`config.mk`:
```
export PLATFORM = sky130hd
export DESIGN_NAME = srp_detect
export DESIGN_NICKNAME = d
export VERILOG_FILES = /design/src/rtl/srp_pkg.sv /design/src/rtl/srp_sync.sv /design/src/rtl/srp_pulse_qual.sv /design/src/rtl/srp_detect.sv
export SDC_FILE = /design/constraint.sdc
export NUM_CORES = 1
export LEC_CHECK = 0
export ABC_AREA = 1
export BUFFER_PORTS_ARGS = -buffer_cell sky130_fd_sc_hd__buf_4
export CAP_MARGIN = 20
export CORE_MARGIN = 2
export CORE_UTILIZATION = 45
export DETAILED_ROUTE_END_ITERATION = 8
export GPL_ROUTABILITY_DRIVEN = 0
export GPL_TIMING_DRIVEN = 1
export PLACE_DENSITY = 0.75
export SYNTH_ARGS = -nofsm -noshare
export SYNTH_HDL_FRONTEND = slang
export SYNTH_HIERARCHICAL = 1
export SYNTH_SLANG_ARGS = --single-unit
```
`constraint.sdc`:
```
create_clock -name clk -period 2.5 [get_ports clk]
set_input_delay 0.125 -clock clk [delete_from_list [all_inputs] [get_ports clk]]
set_output_delay 0.125 -clock clk [all_outputs]
set_load 0.01 [all_outputs]
```
`src/rtl/srp_pkg.sv`:
```
package srp_pkg;

    typedef enum logic {
        QUAL_ON_FALL = 1'b0,
        QUAL_ON_HOLD = 1'b1
    } qual_kind_e;

    localparam int SYNC_W  = 3;
    localparam int IDX_DP  = 0;
    localparam int IDX_DM  = 1;
    localparam int IDX_VB  = 2;
    localparam int N_LINES = 2;

endpackage

```
`src/rtl/srp_sync.sv`:
```
module srp_sync #(
    parameter int W = 3
) (
    input  logic         clk,
    input  logic         rst_n,
    input  logic [W-1:0] async_i,
    output logic [W-1:0] sync_o
);

    typedef struct packed {
        logic [W-1:0] meta;
        logic [W-1:0] stab;
    } sync_st_t;

    sync_st_t st_d, st_q;

    always_comb begin
        st_d      = st_q;
        st_d.meta = async_i;
        st_d.stab = st_q.meta;
    end

    always_ff @(posedge clk or negedge rst_n) begin
        if (!rst_n) st_q <= '0;
        else        st_q <= st_d;
    end

    assign sync_o = st_q.stab;

endmodule

```
`src/rtl/srp_pulse_qual.sv`:
```
module srp_pulse_qual
    import srp_pkg::*;
#(
    parameter qual_kind_e KIND  = QUAL_ON_HOLD,
    parameter int         CNT_W = 8
) (
    input  logic             clk,
    input  logic             rst_n,
    input  logic             active_i,
    input  logic             level_i,
    input  logic [CNT_W-1:0] thr_i,
    output logic             hit_o
);

    localparam logic [CNT_W-1:0] CNT_MAX = '1;
    localparam logic [CNT_W-1:0] CNT_ONE = {{(CNT_W-1){1'b0}}, 1'b1};

    typedef struct packed {
        logic             armed;
        logic [CNT_W-1:0] cnt;
    } qual_st_t;

    qual_st_t         st_d, st_q;
    logic [CNT_W-1:0] thr_eff;
    logic             fall_ok;
    logic             hold_ok;

    assign thr_eff = (thr_i == '0) ? CNT_ONE : thr_i;

    generate
        if (KIND == QUAL_ON_FALL) begin : g_fall
            assign fall_ok = st_q.armed && (st_q.cnt >= thr_eff);
            assign hold_ok = 1'b0;
        end else begin : g_hold
            assign fall_ok = 1'b0;
            assign hold_ok = st_q.armed &&
                             (({1'b0, st_q.cnt} + {{CNT_W{1'b0}}, 1'b1}) == {1'b0, thr_eff});
        end
    endgenerate

    always_comb begin
        st_d  = st_q;
        hit_o = 1'b0;
        if (!active_i) begin
            st_d = '0;
        end else if (!level_i) begin
            hit_o     = fall_ok;
            st_d.armed = 1'b1;
            st_d.cnt   = '0;
        end else if (st_q.armed) begin
            hit_o = hold_ok;
            if (st_q.cnt != CNT_MAX) st_d.cnt = st_q.cnt + CNT_ONE;
        end
    end

    always_ff @(posedge clk or negedge rst_n) begin
        if (!rst_n) st_q <= '0;
        else        st_q <= st_d;
    end

    AST_HIT_NEEDS_ARM: assert property (@(posedge clk) disable iff (!rst_n)
        hit_o |-> st_q.armed) else $error("hit without prior low level");

    AST_IDLE_FLUSH: assert property (@(posedge clk) disable iff (!rst_n)
        !active_i |=> (st_q.cnt == '0 && !st_q.armed)) else $error("qualifier not flushed");

endmodule

```
`src/rtl/srp_detect.sv`:
```
module srp_detect
    import srp_pkg::*;
#(
    parameter int CNT_W = 8
) (
    input  logic             clk,
    input  logic             rst_n,
    input  logic             dp_in,
    input  logic             dm_in,
    input  logic             vbus_sess_vld,
    input  logic             det_en,
    input  logic             sel_line,
    input  logic [CNT_W-1:0] min_line_ticks,
    input  logic [CNT_W-1:0] min_vbus_ticks,
    input  logic             clr_w1c,
    output logic             det_flag,
    output logic             det_irq
);

    typedef struct packed {
        logic sel_prev;
        logic flag;
        logic irq;
    } top_st_t;

    top_st_t             st_d, st_q;
    logic [SYNC_W-1:0]   raw_in;
    logic [SYNC_W-1:0]   syn;
    logic [N_LINES-1:0]  line_hit;
    logic                vbus_hit;
    logic                sel_stable;
    logic                act_line;
    logic                act_vbus;
    logic                hit_any;

    assign raw_in[IDX_DP] = dp_in;
    assign raw_in[IDX_DM] = dm_in;
    assign raw_in[IDX_VB] = vbus_sess_vld;

    srp_sync #(.W(SYNC_W)) u_sync (
        .clk     (clk),
        .rst_n   (rst_n),
        .async_i (raw_in),
        .sync_o  (syn)
    );

    assign sel_stable = (sel_line == st_q.sel_prev);
    assign act_line   = det_en &&  sel_line && sel_stable;
    assign act_vbus   = det_en && !sel_line && sel_stable;

    genvar gi;
    generate
        for (gi = 0; gi < N_LINES; gi++) begin : g_line
            srp_pulse_qual #(.KIND(QUAL_ON_FALL), .CNT_W(CNT_W)) u_qual (
                .clk      (clk),
                .rst_n    (rst_n),
                .active_i (act_line),
                .level_i  (syn[gi]),
                .thr_i    (min_line_ticks),
                .hit_o    (line_hit[gi])
            );
        end
    endgenerate

    srp_pulse_qual #(.KIND(QUAL_ON_HOLD), .CNT_W(CNT_W)) u_vbus_qual (
        .clk      (clk),
        .rst_n    (rst_n),
        .active_i (act_vbus),
        .level_i  (syn[IDX_VB]),
        .thr_i    (min_vbus_ticks),
        .hit_o    (vbus_hit)
    );

    assign hit_any = (|line_hit) || vbus_hit;

    always_comb begin
        st_d          = st_q;
        st_d.sel_prev = sel_line;
        st_d.flag     = hit_any || (st_q.flag && !clr_w1c);
        st_d.irq      = hit_any && (!st_q.flag || clr_w1c);
    end

    always_ff @(posedge clk or negedge rst_n) begin
        if (!rst_n) st_q <= '0;
        else        st_q <= st_d;
    end

    assign det_flag = st_q.flag;
    assign det_irq  = st_q.irq;

    AST_OFF_NO_RISE: assert property (@(posedge clk) disable iff (!rst_n)
        !det_en |=> !$rose(det_flag)) else $error("detection while disabled");

    AST_FLAG_STICKY: assert property (@(posedge clk) disable iff (!rst_n)
        (det_flag && !clr_w1c) |=> det_flag) else $error("flag dropped without clear");

    AST_CLEAR_TAKES: assert property (@(posedge clk) disable iff (!rst_n)
        (clr_w1c && !hit_any) |=> !det_flag) else $error("clear ignored");

    AST_IRQ_ONE_CYCLE: assert property (@(posedge clk) disable iff (!rst_n)
        det_irq |=> !det_irq) else $error("interrupt longer than one cycle");

    AST_IRQ_WITH_FLAG: assert property (@(posedge clk) disable iff (!rst_n)
        det_irq |-> det_flag) else $error("interrupt without flag");

endmodule

```
== After elaboration in Yosys (flattened, before gate mapping) ==
Cells that the tools add are included.
Cells by class
  reductions and logical operators: 21
  add/subtract/negate cells: 4
  $lt $le $gt $ge: 2
  equality and inequality tests: 14
  mux-type cells: 24
Operators by type and width (count)
  2-to-1 mux 8 bit: 11
  2-to-1 mux 9 bit: 3
  adder 8 x 1 -> 8 bit, second input constant: 3
  inequality test 8 bit, second input constant: 3
  >= comparator 8 bit: 2
  logical NOT 8 bit: 2
  inequality test 3 bit, second input constant: 4
  2-to-1 mux 1 bit: 10
  adder 8 x 1 -> 9 bit, second input constant: 1
  == test 9 x 8 -> 1 bit: 1
  logical AND 1 bit: 9
  inequality test 2 bit, second input constant: 3
  inequality test 3 x 2 -> 1 bit, second input constant: 2
  AND reduction 2 bit: 3
  logical NOT 1 bit: 3
  logical OR 1 bit: 3
  OR reduction 2 bit: 1
  == test 1 bit: 1
Word-level totals
  register bits: 36
  logic and storage cells: 76
  output and inout bits: 2
  input port bits: 24

== Longest topological paths before layout ==
Gate-level depths: netlist of the first run.
  word-level depth: 9
  gate-level depth with buffers: 14
  mapped depth without buffers: 14

== Modules after synthesis ==
Netlist of the first run, hierarchy kept.
Modules (own cells, without submodules)
  srp_pulse_qual at g_line[0].u_qual ...: area an instance 800.8 µm², sequential area each 225.2 µm², instances 2, cells an instance 120
  srp_pulse_qual at u_vbus_qual: area an instance 695.7 µm², sequential area each 225.2 µm², instances 1, cells an instance 117
  srp_sync: area an instance 150.1 µm², sequential area each 150.1 µm², instances 1, cells an instance 6
  srp_detect: area an instance 126.4 µm², sequential area each 75.1 µm², instances 1, cells an instance 13

== Worst setup path before layout of the first run ==
No wires, ideal clock.
  kind: reg2reg
  start: register u_vbus_qual/st_q[0] (netlist name)
  end: register st_q (netlist bit det_flag)
  library setup time: 0.127 ns
  setup slack: 1.010 ns
  data arrival time: 1.363 ns
  required time: 2.373 ns
  period minus slack after synthesis: 1.490 ns
  cell stages (with the launch flop): 11
  buffers on the path: 0
  cell sequence: dfrtp_1 -> ha_1 -> nand3_1 -> o21ai_0 -> nand2_1 -> nand2_1 -> nand2_1 -> nand3_1 -> nor2_1 -> nor2_1 -> nand3_1
RTL lines
  start: declaration: line srp_pulse_qual.sv:23  | qual_st_t st_d, st_q;
  start signal: assignment: line srp_pulse_qual.sv:58  | else st_q <= st_d;
  end signal: assignment: line srp_detect.sv:85  | else st_q <= st_d;
  end: declaration: line srp_detect.sv:26  | top_st_t st_d, st_q;

==> qor.yml, run 1 <==
routing:
  drt_iter0_drc: 115
  dr.pass1.iters: 4
  drc_errors: 0
  vias: 2398
  ant_nets: 0
  viasPerCell: 4.96
  routedWlPerCell_um: 11.2
  routed_wl_um: 5400
grt:
  grt_max_degree: 37
  grt_pass1_vias: 2273
  antenna_found_initial: 0
  grt_usage_pct: 19.3
  globalRouteOverflowTotal: 0
  grt_pass1_wl_um: 9640
cells_and_area:
  antenna_cells: 0
  finalNonFillerCells: 483
  layout.nets: 453
  syn_to_final_growth_pct: 15.3
  multi_input_area_mm2: 0.00137
  drive_gt1_share_pct: 12.9
  nFillCells: 542
  seq_area_um2: 901
worst_setup_path:
  cpLargestDelayFamily: "simple AND/OR/NAND/NOR gates"
  path_buf_inv: 3
  worstPathMaxFanout: 5
  cp-end-kind: "flop"
  cpMostUsedCell: "nor2_1"
  slowest_stage: "dlygate4sd3_1"
  criticalPathCategory: "in -> reg"
  startpoint_type: "input pin"
  max_stage_delay_ps: 550
  cp_cell_sequence: "dlygate4sd3_1, buf_4, nor3b_2, nand2_1, inv_1, nand2_1, nor2_1, nand4_1, nor2_1, nand3_1, nor2_1, nor2_1, a21oi_1"
  crit_required_ps: 2720
  arrival_ps: 2040
clock_network:
  cts.clk_slew.worst_paths_ps: 80
  h-tree-depth: 2
  cts_setup_buffers: 0
  insertion_delay_ps: 290
  postCtsResizedCells: 0
  cts_buffers: 5
  cts.path.max_buffers: 2
  cts_root_buffer: "clkbuf_8"
  clock-sinks: 36
  cts_tree: "done"
yosys:
  synthCells: 376
  synth.area.top_cells: "dfrtp_1 (35%), nand2_1 (16%), inv_1 (10%)"
  syn-num-nets: 419
  seq_area_frac_synth_pct: 35.0
  ys_warn_count: 6
  syn_area_mm2: 0.00257
  synth-seq-cells: 36
  synthDistinctLibCells: 27
  synth_top_cell_by_area: "dfrtp_1"
  syn_area_per_cell_um2: 6.84
  synth_top_area_share_pct: 35.0
floorplanning:
  ios: 26
  die_width_um: 79.6
  core_area_mm2: 0.00551
  row_count: 27
  die-height_um: 79.6
  die_area_mm2: 0.00634
  start_util_pct: 46.7
power_and_ir_drop:
  leakagePower_uw: 0.00152
  irDropWorstVdd_mv: 0.227
  powerDensity_mw_per_mm2: 387
  power_frac_comb_pct: 10.4
  power.internal_uw: 869
  seqPwrFrac_pct: 52.1
  power_frac_clock_pct: 37.5
  p_sw_share_pct: 24.4
  p_sw_uw: 280
place:
  dpl.hpwl_um: 4200
  place_ws_ps: 821
  placed_cells: 470
  numPortBuffers: 25
sta:
  hold_viol: 0
  setup_viol_count_final: 0
  drv_slew: 0
  slew_headroom_pct: 68.7
  min_period_ps: 1820
  fmax_mhz: 550
  worst_slew_pin_slew_ps: 469
  finClkSkew_ps: 11.2
  layout_setup_ws_ps: 681
  period_share_pct: 72.7
  rsz0062_at_grt: "no"
  finalSetupTns_ps: 0
job:
  maxCapViolCount: 0
run_status:
  outcome: "finished clean"
min_path:
  hp-class: "in -> reg"
## per-stage QoR
stage	total power, uW	cell area, um^2	utilization [%]	hold WS (ps)
floorplan	665	2570	-	-171
global placement	720	2830	51.3	117
detailed placement	723	2830	51.3	115
CTS	1170	2970	53.9	87.5
global route	1210	2970	53.9	109
finish	1150	2970	53.9	98.3
## worst min-delay path, stage by stage
cell     delay [ps]
buf_4            90
inv_1            30
nand2_1          40
nand3_1          50
## synthesized netlist by cell type
| library cell | instances |
|---|---|
| ha_1 | 19 |
| o21ai_0 | 12 |
| nand2_2 | 5 |
| inv_1 | 69 |
| nor3b_2 | 1 |
| nand4_1 | 3 |
| o21a_1 | 2 |
| dfrtp_1 | 36 |
| a21oi_2 | 4 |
| nand2_1 | 111 |
| o21ai_1 | 3 |
| nor2_1 | 34 |
| inv_2 | 4 |
| nand3b_1 | 1 |
| nand3_2 | 2 |
| buf_2 | 2 |
| and3_1 | 1 |
| xor2_1 | 1 |
| o21bai_1 | 2 |
| nor2_2 | 1 |
| nor2_4 | 2 |
| o22ai_1 | 6 |
| nor3_1 | 4 |
| nand3_1 | 36 |
| a21oi_1 | 11 |
| a31o_2 | 2 |
| buf_6 | 2 |
## timing repair
item                                    4_1_cts  5_1_grt
endpoints found under the setup margin        0        0
endpoints found under the hold margin        40        0
hold buffers                                  5        0
## layout by cell type (no fill, tap or decap)
cell type	synthesis	routed
nand3_2	2	2
clkbuf_8	0	6
nand4_1	3	3
a31o_2	2	2
o21ai_0	12	12
o22ai_1	6	6
nor2_1	34	34
nor2_4	2	2
and3_1	1	1
inv_1	69	69
a21oi_1	11	11
nand3b_1	1	1
nor2_2	1	1
o21ai_1	3	3
ha_1	19	19
nor3_1	4	4
inv_2	4	4
o21bai_1	2	2
buf_4	0	26
xor2_1	1	1
dfrtp_1	36	36
dlygate4sd3_1	0	5
nand3_1	36	36
nand2_2	5	5
o21a_1	2	2
clkbuf_1	0	2
nor3b_2	1	1
nand2_1	111	111
a21oi_2	4	4
## routing by layer
layer,global-route usage (%),share of wire [%],vias up
li1,-,-,1245
met1,23.3,46,1098
met2,33.9,49,46
met3,3.39,3.6,9
met4,7.93,2.0,0
met5,0,0,-
## sequential cells by signal (all words and copies together) (netlist names)
signal and flops:
g_line.u_qual/st_q 18, u_vbus_qual/st_q 9, u_sync/st_d 3, u_sync/sync_o 3
det_flag 1, det_irq 1, st_q 1
## cell type report
type	count	area share [%]
Timing Repair Buffer	31	8.27
Multi-Input combinational cell	263	46.1
Clock buffer	8	3.04
Inverter	73	9.24
Sequential cell	36	30.4
Tap cell	72	3.04
## power by group through the flow
| stage | registers (uW) | clock network (uW) | logic [uW] |
|---|---|---|---|
| floorplan | 605 | 0 | 60.7 |
| global placement | 609 | 0 | 111 |
| detailed placement | 609 | 0 | 114 |
| CTS | 598 | 450 | 121 |
| global route | 599 | 477 | 139 |
| finish | 598 | 431 | 119 |
## logic make-up (layout without fill, tap and decap cells)
group / after synthesis / in the layout / synth area share (%)
compound gates: 42 / 42 / 9.72
simple gates: 201 / 201 / 33.8
fa+ha+maj: 19 / 19 / 9.24
flops: 36 / 36 / 35.0
buf+inv: 77 / 112 / 11.9
xor+xnor: 1 / 1 / 0.340
## path summary, 6_finish.rpt
check                           cells past startpoint                start                  endpoint  slack [ps]
worst max-delay path                               13             sel_line                   det_irq         680
worst min-delay path                                4              clr_w1c                  det_flag         100
worst max register to register                     10  u_vbus_qual/st_q[0]                  det_flag         820
worst min register to register                      0       u_sync/st_d[2]          u_sync/sync_o[2]         350
max in group asynchronous                           2                rst_n                  det_flag        1840
min in group asynchronous                           2                rst_n  g_line[0].u_qual/st_q[6]         320
Power figures use the tool's default switching activity.
==> inputs of run 2 (changes only) <==
clock period = 1.7 ns   (was 2.5 ns; I/O delays follow)
==> run 2 against run 1 <==
Routed wire length fell by 1.2%; first-iteration DRC count rose by 34%; via count rose by 0.21%; combinational power rose by 51%; final cell count rose by 1.0%; clock skew fell by 6.7 ps; worst setup slack got worse by 560 ps; critical path depth fell by 2; global-route usage fell by 1.0 points; critical endpoint is now det_flag; largest power group unchanged; highest routed layer unchanged.
==> qor.yml, run 2 (synthesized netlist as in run 1, its figures left out) <==
run_status:
  outcome: "finished clean"
floorplanning:
  row_count: 27
  die_area_mm2: 0.00634
  ios: 26
  core_area_mm2: 0.00551
  die-height_um: 79.6
  die_width_um: 79.6
  start_util_pct: 46.7
routing:
  drc_errors: 0
  routedWlPerCell_um: 10.9
  routed_wl_um: 5340
  dr.pass1.iters: 5
  vias: 2403
  ant_nets: 0
  viasPerCell: 4.92
  drt_iter0_drc: 154
clock_network:
  h-tree-depth: 2
  cts_tree: "done"
  cts_buffers: 5
  cts.clk_slew.worst_paths_ps: 60
  cts_root_buffer: "clkbuf_8"
  clock-sinks: 36
  cts.path.max_buffers: 2
  insertion_delay_ps: 280
worst_setup_path:
  criticalPathCategory: "reg -> reg"
  startpoint_type: "flop"
  crit_required_ps: 1860
  cp-end-kind: "flop"
  r2r_cells: 11
  worstPathMaxFanout: 5
  arrival_ps: 1740
power_and_ir_drop:
  powerDensity_mw_per_mm2: 521
  power.internal_uw: 1210
  leakagePower_uw: 0.00156
  irDropWorstVdd_mv: 0.336
  p_sw_share_pct: 23.5
  power_frac_clock_pct: 33.2
  power_frac_comb_pct: 11.4
  p_sw_uw: 374
  seqPwrFrac_pct: 55.5
sta:
  setup_viol_count_final: 0
  period_share_pct: 92.8
  timing.hold.ws_ps: 72.9
  finClkSkew_ps: 4.55
  worst_slew_pin_slew_ps: 462
  slew_headroom_pct: 69.2
  layout_setup_ws_ps: 122
  finalSetupTns_ps: 0
  min_period_ps: 1580
  rsz0062_at_grt: "yes"
  fmax_mhz: 634
  drv_slew: 0
  hold_viol: 0
cells_and_area:
  nFillCells: 506
  final_cell_mix: "nand2_1 (108), inv_1 (68), nand3_1 (35), dfrtp_1 (35), buf_4 (34)"
  syn_to_final_growth_pct: 18.5
  layout_commonest_cell: "nand2_1"
  finish.utilization_pct: 55.4
  antenna_cells: 0
  largestRegisters: "g_line.u_qual/st_q: 18 flops, u_vbus_qual/st_q: 9 flops"
  layout.nets: 461
  finalNonFillerCells: 488
  drive_gt1_share_pct: 16.8
  largest_register_ffs: 18
  regMostFlops: "g_line.u_qual/st_q"
grt:
  grt_pass1_vias: 2218
  grt_max_degree: 37
  grt_pass1_wl_um: 9250
  antenna_found_initial: 0
  globalRouteOverflowTotal: 0
  grt_usage_pct: 18.3
min_path:
  min_path_cells: 4
  hp-class: "in -> reg"
place:
  dpl.hpwl_um: 4110
  place_ws_ps: 100
  numPortBuffers: 25
  placed_cells: 476
job:
  maxCapViolCount: 0
-- run 2: cell count changes in the layout (fill, tap and decap cells not counted), moves of 2 or more --
cell      delta
nand2_2      +2
nor2_2       +2
nor2_1       -2
clkbuf_1     -2
buf_4        +8
nand2_1      -3
-- run 2: worst paths after layout --
kind | from | to | slack [ps]
max | g_line[1].u_qual/st_q[1] | det_flag | 120
min | clr_w1c | det_flag | 70
max reg2reg | g_line[1].u_qual/st_q[1] | det_flag | 120
min reg2reg | u_sync/st_d[1] | u_sync/sync_o[1] | 350
max in group asynchronous | rst_n | g_line[0].u_qual/st_q[7] | 1060
min in group asynchronous | rst_n | g_line[0].u_qual/st_q[6] | 300
-- run 2: area by class of cell --
type	instances	area (um^2)	area share, %
well taps	72	90.1	2.95
flip-flops and latches	36	902	29.6
repair buffers	39	305	10.0
inverters	73	274	8.99
clock buffers	5	68.8	2.26
multi-input cells	263	1410	46.2
-- run 2: per-layer routing --
layer	up-vias	track usage, %	part of all wire [%]
met5	-	0	0
met4	0	6.55	1.1
met3	7	2.94	3.4
met2	50	32.5	50
met1	1082	22.2	46
li1	1264	-	-
-- run 2: timing repair --
item                       4_1_cts  5_1_grt
hold endpoints to repair        40        0
setup buffers                    0        3
resized for setup                0       14
setup endpoints to repair        0        2
hold buffers                     5        0
-- run 2: through the flow --
step,total power [uW],instance area [um^2]
6_report,1590,3050
5_1_grt,1670,3050
4_1_cts,1610,2990
3_5_place_dp,1070,2870
3_3_place_gp,1060,2870
2_1_floorplan,979,2570
-- run 2: power by group through the flow --
stage	logic, uW	registers (uW)	clock network (uW)
after CTS	180	879	554
after detailed placement	170	895	0
after floorplan	89.3	889	0
after global placement	167	895	0
after global routing	209	882	579
final	180	881	527
-- run 2: critical path, cell delays in order (launching register included) --
cell	delay [ps]
dfrtp_1	450
ha_1	340
inv_1	60
o21bai_1	50
nand2_1	50
nand2_1	40
nand2_1	50
nand3_1	80
nand2_1	70
inv_1	40
nor2_1	140
nand3_1	90
